<file path="config.mk">
export PLATFORM = sky130hd
export DESIGN_NAME = conv_sequencer
export DESIGN_NICKNAME = d
export VERILOG_FILES = /design/src/rtl/convseq_pkg.sv /design/src/rtl/convseq_dp.sv /design/src/rtl/convseq_ctrl.sv /design/src/rtl/conv_sequencer.sv
export SDC_FILE = /design/constraint.sdc
export NUM_CORES = 1
export LEC_CHECK = 0
export CAP_MARGIN = 20
export CORE_MARGIN = 2
export CORE_UTILIZATION = 55
export CTS_BUF_LIST = sky130_fd_sc_hd__clkbuf_4 sky130_fd_sc_hd__clkbuf_8
export CTS_CLUSTER_DIAMETER = 120
export DETAILED_ROUTE_END_ITERATION = 10
export DONT_BUFFER_PORTS = 1
export MAX_ROUTING_LAYER = met4
export PLACE_DENSITY = 0.76
export SLEW_MARGIN = 25
export SYNTH_ARGS = -nofsm -noshare
export SYNTH_HDL_FRONTEND = slang
export SYNTH_SLANG_ARGS = --single-unit
</file>
<file path="constraint.sdc">
create_clock -name clk -period 3.38 [get_ports clk]
set_clock_uncertainty 0.2 [all_clocks]
set_input_delay 0.676 -clock clk [delete_from_list [all_inputs] [get_ports clk]]
set_output_delay 0.676 -clock clk [all_outputs]
set_load 0.05 [all_outputs]
</file>
<file path="src/rtl/convseq_pkg.sv">
package convseq_pkg;
  localparam int SEQ_SLOTS = 6;
  localparam int SEQ_IDX_W = $clog2(SEQ_SLOTS);
  localparam logic [2:0] ADDR_GLOBAL = 3'd6;
  localparam logic [2:0] ADDR_CLEAR  = 3'd7;

  typedef enum logic [1:0] {ST_IDLE, ST_SAMPLE, ST_CONV} seqState_t;

  // strobes from control to datapath
  typedef struct packed {
    logic                 grant;  // slot is taken into service
    logic                 eoc;    // current slot finished converting
    logic [SEQ_IDX_W-1:0] slot;   // granted slot on grant, current slot on eoc
  } seqStrobe_t;
endpackage

</file>
<file path="src/rtl/convseq_dp.sv">
module convseq_dp
  import convseq_pkg::*;
#(
  parameter int NUM_SLOTS = SEQ_SLOTS,
  parameter int CH_W      = 4,
  parameter int TRIG_W    = 5,
  parameter int ACQ_W     = 9,
  parameter int PRE_W     = 4,
  parameter int DATA_W    = 32
) (
  input  logic                 clk,
  input  logic                 rstN,
  input  logic                 cfgWe,
  input  logic [2:0]           cfgAddr,
  input  logic [DATA_W-1:0]    cfgData,
  input  logic [(1<<TRIG_W)-1:0] trigIn,
  input  seqStrobe_t           strobe,
  output logic [NUM_SLOTS-1:0] hitVec,
  output logic [ACQ_W-1:0]     curAcq,
  output logic [PRE_W-1:0]     preDiv,
  output logic [SEQ_IDX_W-1:0] intSel,
  output logic                 intEn,
  output logic                 contMode,
  output logic                 clrInt,
  output logic [NUM_SLOTS-1:0] clrOvf,
  output logic [CH_W-1:0]      adcChan,
  output logic                 resValid,
  output logic [SEQ_IDX_W-1:0] resSlot,
  output logic [CH_W-1:0]      resChan
);
  localparam int CH_LSB   = 0;
  localparam int TRIG_LSB = 8;
  localparam int ACQ_LSB  = 16;
  localparam int SEL_LSB  = 8;
  localparam int EN_BIT   = 12;
  localparam int CONT_BIT = 13;
  localparam int OVF_LSB  = 8;

  logic [CH_W-1:0]   chanCfg [NUM_SLOTS];
  logic [TRIG_W-1:0] trigCfg [NUM_SLOTS];
  logic [ACQ_W-1:0]  acqCfg  [NUM_SLOTS];
  logic [CH_W-1:0]   curChan;

  logic globalWr;
  assign globalWr = cfgWe && (cfgAddr == ADDR_GLOBAL);
  assign clrInt   = cfgWe && (cfgAddr == ADDR_CLEAR) && cfgData[0];
  assign clrOvf   = (cfgWe && (cfgAddr == ADDR_CLEAR)) ? cfgData[OVF_LSB +: NUM_SLOTS] : '0;

  for (genvar i = 0; i < NUM_SLOTS; i++) begin : g_slot
    logic slotWr;
    assign slotWr = cfgWe && (cfgAddr == 3'(i));
    always_ff @(posedge clk or negedge rstN) begin
      if (!rstN) begin
        chanCfg[i] <= '0;
        trigCfg[i] <= '0;
        acqCfg[i]  <= '0;
      end else if (slotWr) begin
        chanCfg[i] <= cfgData[CH_LSB +: CH_W];
        trigCfg[i] <= cfgData[TRIG_LSB +: TRIG_W];
        acqCfg[i]  <= cfgData[ACQ_LSB +: ACQ_W];
      end
    end
    // code zero is the "no trigger" setting
    assign hitVec[i] = (trigCfg[i] != '0) && trigIn[trigCfg[i]];
  end

  always_ff @(posedge clk or negedge rstN) begin
    if (!rstN) begin
      preDiv   <= '0;
      intSel   <= '0;
      intEn    <= 1'b0;
      contMode <= 1'b0;
    end else if (globalWr) begin
      preDiv   <= cfgData[PRE_W-1:0];
      intSel   <= cfgData[SEL_LSB +: SEQ_IDX_W];
      intEn    <= cfgData[EN_BIT];
      contMode <= cfgData[CONT_BIT];
    end
  end

  // snapshot of the slot being served, so later writes do not disturb it
  always_ff @(posedge clk or negedge rstN) begin
    if (!rstN) begin
      curChan <= '0;
      curAcq  <= '0;
    end else if (strobe.grant) begin
      curChan <= chanCfg[strobe.slot];
      curAcq  <= acqCfg[strobe.slot];
    end
  end
  assign adcChan = curChan;

  always_ff @(posedge clk or negedge rstN) begin
    if (!rstN) begin
      resValid <= 1'b0;
      resSlot  <= '0;
      resChan  <= '0;
    end else begin
      resValid <= strobe.eoc;
      if (strobe.eoc) begin
        resSlot <= strobe.slot;
        resChan <= curChan;
      end
    end
  end
endmodule

</file>
<file path="src/rtl/convseq_ctrl.sv">
module convseq_ctrl
  import convseq_pkg::*;
#(
  parameter int NUM_SLOTS = SEQ_SLOTS,
  parameter int ACQ_W     = 9,
  parameter int PRE_W     = 4
) (
  input  logic                 clk,
  input  logic                 rstN,
  input  logic [NUM_SLOTS-1:0] hitVec,
  input  logic [ACQ_W-1:0]     curAcq,
  input  logic [PRE_W-1:0]     preDiv,
  input  logic [SEQ_IDX_W-1:0] intSel,
  input  logic                 intEn,
  input  logic                 contMode,
  input  logic                 clrInt,
  input  logic [NUM_SLOTS-1:0] clrOvf,
  input  logic                 adcDone,
  output seqStrobe_t           strobe,
  output logic                 adcSample,
  output logic                 adcConvert,
  output logic                 intPulse,
  output logic                 intFlag,
  output logic [NUM_SLOTS-1:0] ovfFlag
);
  seqState_t            state;
  logic [NUM_SLOTS-1:0] pending;
  logic [SEQ_IDX_W-1:0] curSlot;
  logic [SEQ_IDX_W-1:0] lastSlot;
  logic [PRE_W-1:0]     preCnt;
  logic [ACQ_W-1:0]     acqCnt;

  function automatic logic [SEQ_IDX_W-1:0] lowestSet(input logic [NUM_SLOTS-1:0] v);
    logic [SEQ_IDX_W-1:0] r;
    r = '0;
    for (int i = NUM_SLOTS - 1; i >= 0; i--)
      if (v[i]) r = SEQ_IDX_W'(i);
    return r;
  endfunction

  // slots numbered above the last one served belong to the current round
  logic [NUM_SLOTS-1:0] aboveMask;
  for (genvar i = 0; i < NUM_SLOTS; i++) begin : g_above
    assign aboveMask[i] = (SEQ_IDX_W'(i) > lastSlot);
  end

  logic [NUM_SLOTS-1:0] roundPend;
  logic [SEQ_IDX_W-1:0] nextIdx;
  logic                 grant;
  logic [NUM_SLOTS-1:0] grantVec;
  logic                 eoc;
  logic                 tick;
  logic                 eocSel;

  assign roundPend = pending & aboveMask;
  assign nextIdx   = (|roundPend) ? lowestSet(roundPend) : lowestSet(pending);
  assign grant     = (state == ST_IDLE) && (|pending);
  assign grantVec  = grant ? (NUM_SLOTS'(1) << nextIdx) : '0;
  assign eoc       = (state == ST_CONV) && adcDone;
  assign tick      = (preCnt >= preDiv);
  assign eocSel    = eoc && intEn && (curSlot == intSel);

  assign strobe.grant = grant;
  assign strobe.eoc   = eoc;
  assign strobe.slot  = grant ? nextIdx : curSlot;

  assign adcSample  = (state == ST_SAMPLE);
  assign adcConvert = (state == ST_CONV);

  always_ff @(posedge clk or negedge rstN) begin
    if (!rstN) begin
      pending <= '0;
      ovfFlag <= '0;
    end else begin
      pending <= (pending & ~grantVec) | hitVec;
      ovfFlag <= (ovfFlag & ~clrOvf) | (hitVec & pending & ~grantVec);
    end
  end

  always_ff @(posedge clk or negedge rstN) begin
    if (!rstN) begin
      state    <= ST_IDLE;
      curSlot  <= '0;
      lastSlot <= SEQ_IDX_W'(NUM_SLOTS - 1);
      preCnt   <= '0;
      acqCnt   <= '0;
    end else begin
      unique case (state)
        ST_IDLE: begin
          if (grant) begin
            state    <= ST_SAMPLE;
            curSlot  <= nextIdx;
            lastSlot <= nextIdx;
            preCnt   <= '0;
            acqCnt   <= '0;
          end
        end
        ST_SAMPLE: begin
          if (tick) begin
            preCnt <= '0;
            if (acqCnt == curAcq) state <= ST_CONV;
            else acqCnt <= acqCnt + 1'b1;
          end else begin
            preCnt <= preCnt + 1'b1;
          end
        end
        ST_CONV: begin
          if (adcDone) state <= ST_IDLE;
        end
        default: state <= ST_IDLE;
      endcase
    end
  end

  always_ff @(posedge clk or negedge rstN) begin
    if (!rstN) begin
      intPulse <= 1'b0;
      intFlag  <= 1'b0;
    end else begin
      intPulse <= eocSel && (contMode || !intFlag);
      if (eocSel) intFlag <= 1'b1;
      else if (clrInt) intFlag <= 1'b0;
    end
  end
endmodule

</file>
<file path="src/rtl/conv_sequencer.sv">
module conv_sequencer
  import convseq_pkg::*;
#(
  parameter int CH_W   = 4,
  parameter int TRIG_W = 5,
  parameter int ACQ_W  = 9,
  parameter int PRE_W  = 4
) (
  input  logic                   clk,
  input  logic                   rstN,
  input  logic                   cfgWe,
  input  logic [2:0]             cfgAddr,
  input  logic [31:0]            cfgData,
  input  logic [(1<<TRIG_W)-1:0] trigIn,
  input  logic                   adcDone,
  output logic [CH_W-1:0]        adcChan,
  output logic                   adcSample,
  output logic                   adcConvert,
  output logic                   resValid,
  output logic [SEQ_IDX_W-1:0]   resSlot,
  output logic [CH_W-1:0]        resChan,
  output logic                   intPulse,
  output logic                   intFlag,
  output logic [SEQ_SLOTS-1:0]   ovfFlag
);
  seqStrobe_t           strobe;
  logic [SEQ_SLOTS-1:0] hitVec;
  logic [ACQ_W-1:0]     curAcq;
  logic [PRE_W-1:0]     preDiv;
  logic [SEQ_IDX_W-1:0] intSel;
  logic                 intEn;
  logic                 contMode;
  logic                 clrInt;
  logic [SEQ_SLOTS-1:0] clrOvf;

  convseq_dp #(
    .NUM_SLOTS(SEQ_SLOTS), .CH_W(CH_W), .TRIG_W(TRIG_W),
    .ACQ_W(ACQ_W), .PRE_W(PRE_W), .DATA_W(32)
  ) u_dp (
    .clk(clk), .rstN(rstN), .cfgWe(cfgWe), .cfgAddr(cfgAddr), .cfgData(cfgData),
    .trigIn(trigIn), .strobe(strobe), .hitVec(hitVec), .curAcq(curAcq),
    .preDiv(preDiv), .intSel(intSel), .intEn(intEn), .contMode(contMode),
    .clrInt(clrInt), .clrOvf(clrOvf), .adcChan(adcChan), .resValid(resValid),
    .resSlot(resSlot), .resChan(resChan)
  );

  convseq_ctrl #(
    .NUM_SLOTS(SEQ_SLOTS), .ACQ_W(ACQ_W), .PRE_W(PRE_W)
  ) u_ctrl (
    .clk(clk), .rstN(rstN), .hitVec(hitVec), .curAcq(curAcq), .preDiv(preDiv),
    .intSel(intSel), .intEn(intEn), .contMode(contMode), .clrInt(clrInt),
    .clrOvf(clrOvf), .adcDone(adcDone), .strobe(strobe), .adcSample(adcSample),
    .adcConvert(adcConvert), .intPulse(intPulse), .intFlag(intFlag), .ovfFlag(ovfFlag)
  );
endmodule

</file>
==> flow_metrics.env <==
export IMPL_status="complete, but fails checks"
export IMPL_violations="negative hold slack"
export IMPL_irDropWorstVdd_v=0.000368
export IMPL_place_congestion=0.933
export IMPL_final_min_clock_period_ns=3.01
export IMPL_worstSkewPairLatency_ns=0.46
export IMPL_finalSetupTns_ns=0
export IMPL_rows=47
export IMPL_fin_util_pct=59.8
export IMPL_ys_flop_type="dfrtp_1"
export IMPL_cts_root_buf="clkbuf_8"
export IMPL_synth_edff_count=0
export IMPL_cts_made_buffers=17
export IMPL_dieArea_um2=17600
export IMPL_num_antenna_cells=0
export IMPL_final_hold_violation_count=172
export IMPL_fin_nets=776
export IMPL_timing_rr_end="u_dp.curAcq[1]"
export IMPL_yosysWarnings=0
export IMPL_timing_reg2reg_setup_slack_ns=0.37
export IMPL_multiInputGateArea_um2=4570
export IMPL_portBuffers=0
export IMPL_clkSlewWorstSetupHoldPaths_ns=0.09
export IMPL_remaining_drc_errors=0
export IMPL_grtUsageTotal_pct=25.2
export IMPL_nFillCells=1306
export IMPL_rsz0062_at_grt="no"
export IMPL_clock_path_buffers=2
export IMPL_initial_utilization_pct=55.7
export IMPL_antenna_found_initial=0
export IMPL_r2r_start="u_ctrl.lastSlot[2]"
export IMPL_slew_viol_final=0
export IMPL_cts_setup_buffers=0
export IMPL_crit_path_start="u_ctrl.lastSlot[2]"
export IMPL_worst_path_max_fanout=12
export IMPL_arrival_ns=3.18
export IMPL_avgRoutedWirePerCell_um=21.9
export IMPL_netlist_area_um2=9100
export IMPL_worstSetupEndpointType="flip-flop"
export IMPL_p_leak_nw=4.11
export IMPL_firstDrtPassIters=7
export IMPL_ys_seq_area_share_pct=47.6
export IMPL_via_per_inst=6.36
export IMPL_min_period_over_period_pct=89.1
export IMPL_coreArea_um2=16300
export IMPL_fin_hold_ws_ns=-0.290
export IMPL_synth_fp_nets=783
export IMPL_critical_path_class="flip-flop to flip-flop"
export IMPL_dieHeight_um=133
export IMPL_hold_path_class="primary input to asynchronous set/reset pin"
export IMPL_cts_tree="built"
export IMPL_drtIter0Drc=413
export IMPL_r2r_cells=7
export IMPL_num_io_pins=93
export IMPL_max_freq_ghz=0.332
export IMPL_grt_pass1_wl_um=33500
export IMPL_crit_path_end="u_dp.curAcq[1]"
export IMPL_vias=5923
export IMPL_grt_max_degree=174
export IMPL_htreeDepth=4
export IMPL_clock_sinks=173
export IMPL_syn_to_final_growth_pct=7.38
export IMPL_antenna_left=0
export IMPL_required_ns=3.55
export IMPL_ys_ff_latch=173
export IMPL_grt_pass1_vias=6199
export IMPL_setup_violations=0
export IMPL_drive_gt1_share_pct=34.0
export IMPL_powerDensity_nw_per_um2=735
export IMPL_hpwlAfterDp_um=14100
export IMPL_async_flop_share_pct=100
export IMPL_wirelength_um=20400
export IMPL_syn_avg_cell_area_um2=12.9
export IMPL_grt_overflow=0
export IMPL_die_x_um=133
export IMPL_syn_inst=706
export IMPL_cap_violations=0
export IMPL_yosysUniqueCellTypes=54
export IMPL_slew_headroom_pct=48.5
export IMPL_tightest_slew_ns=0.765
export IMPL_seqCellArea_um2=4330
export IMPL_start_kind="flip-flop"
-- flip-flops by register name, indices dropped and copies added (netlist names), 2 cells and up --
register	flops
u_ctrl.preCnt	4
u_dp.trigCfg	30
u_ctrl.pending	6
u_ctrl.acqCnt	9
u_dp.acqCfg	54
u_ctrl.state	2
u_dp.curAcq	9
u_dp.adcChan	4
u_dp.intSel	3
u_dp.resSlot	3
u_dp.chanCfg	24
u_dp.preDiv	4
u_ctrl.curSlot	3
u_ctrl.ovfFlag	6
u_ctrl.lastSlot	3
u_dp.resChan	4
-- area by class of cell --
type / instances / share of cell area (%)
clock inverter: 12 / 1.73
inverter: 17 / 0.653
clock buffer: 20 / 2.75
sequential: 173 / 44.3
multi-input combinational: 478 / 46.8
timing repair buffer: 12 / 0.922
tap: 220 / 2.82
-- per-stage QoR --
step | worst slack (ns) | area (µm²) | total power [mW] | hold slack, ns | instances
2_1_floorplan | 0.779 | 9100 | 5.07 | 0.180 | 706
6_report | 0.369 | 9770 | 7.19 | -0.290 | 932
3_5_place_dp | 0.236 | 9320 | 5.63 | 0.189 | 900
4_1_cts | 0.224 | 9760 | 7.21 | -0.323 | 932
3_3_place_gp | 0.404 | 9320 | 5.46 | 0.189 | 900
5_1_grt | 0.176 | 9770 | 7.59 | -0.325 | 932
-- worst min path at each step --
stage / slack (ns) / start / to
after detailed placement: 0.19 / rstN / u_ctrl.pending[5]
final: -0.29 / rstN / u_ctrl.ovfFlag[5]
after global routing: -0.32 / rstN / u_ctrl.ovfFlag[5]
after global placement: 0.19 / rstN / u_ctrl.ovfFlag[5]
after floorplan: 0.18 / rstN / u_ctrl.acqCnt[0]
after CTS: -0.32 / rstN / u_dp.trigCfg[13]
-- cell families (layout without fill, tap and decap cells) --
group	after synthesis	count (layout)	share of synthesized area [%]
fa+ha+maj	6	6	0.825
mux	218	218	33.3
flops	173	173	47.6
compound gates	85	85	6.52
xor+xnor	18	18	1.73
buf+inv	55	61	2.49
simple gates	151	151	7.52
-- power by group --
group / total [mW] / switching, mW / internal [mW] / leakage, nW
combinational: 2.30 / 1.07 / 1.23 / 1.81
sequential: 3.31 / 0.734 / 2.57 / 2.08
clock: 1.58 / 0.780 / 0.800 / 0.222
-- layer usage --
| metal | global-route usage [%] | wire (µm) | vias up |
|---|---|---|---|
| li1 | - | - | 2613 |
| met1 | 34.2 | 8800 | 3058 |
| met2 | 37.9 | 9780 | 213 |
| met3 | 6.40 | 1430 | 39 |
| met4 | 7.89 | 418 | 0 |
| met5 | - | 0 | - |
-- placed cells by master (no fill, tap or decap), drive strengths merged, types with 11 or more instances in the layout --
master	count
mux4	54
xor2	12
o221ai	13
o21ai	30
mux2i	35
dfrtp	171
nand2	64
clkbuf	20
inv	24
buf	12
o22a	13
nor2	38
mux2	129
nor3	11
-- synthesized netlist by cell type, types with 2 or more instances --
master    instances  area share, %
dfrtp_1         171             47
mux2_2          129             16
nand2_1          63            2.6
mux4_2           54             13
nor2_1           38            1.6
mux2i_1          34            3.7
o21ai_0          28            1.5
clkbuf_1         22           0.91
inv_1            17           0.70
o221ai_1         13            1.3
o22a_1           13            1.3
xor2_1           12            1.2
nand3_1          10           0.55
nor3_1           10           0.55
buf_1             9           0.37
a21oi_1           8           0.44
ha_1              6           0.82
nand2b_1          6           0.41
xnor2_1           6           0.58
buf_2             4           0.22
nand4_1           3           0.21
nor2b_1           3           0.21
nor3b_1           3           0.25
nor4_1            3           0.21
o21a_1            3           0.25
or3_1             3           0.21
a21boi_0          2           0.16
a21o_1            2           0.16
a31oi_1           2           0.14
buf_4             2           0.16
dfstp_2           2           0.58
nand4b_1          2           0.19
or2_2             2           0.14
-- critical path, cell delays in order (launching register included) --
cell and delay, ns:
dfstp_2 0.61, o21ba_2 0.18, a21oi_2 0.17, or4b_1 0.51, o21ai_4 0.33, o22a_1 0.59, nor2_1 0.11, o221ai_1 0.23
-- repair_timing --
item                                    in CTS  in global routing
endpoints found under the hold margin      173                173
gates resized for setup                      0                  2
endpoints found under the setup margin       0                  3
Power figures use the tool's default switching activity.
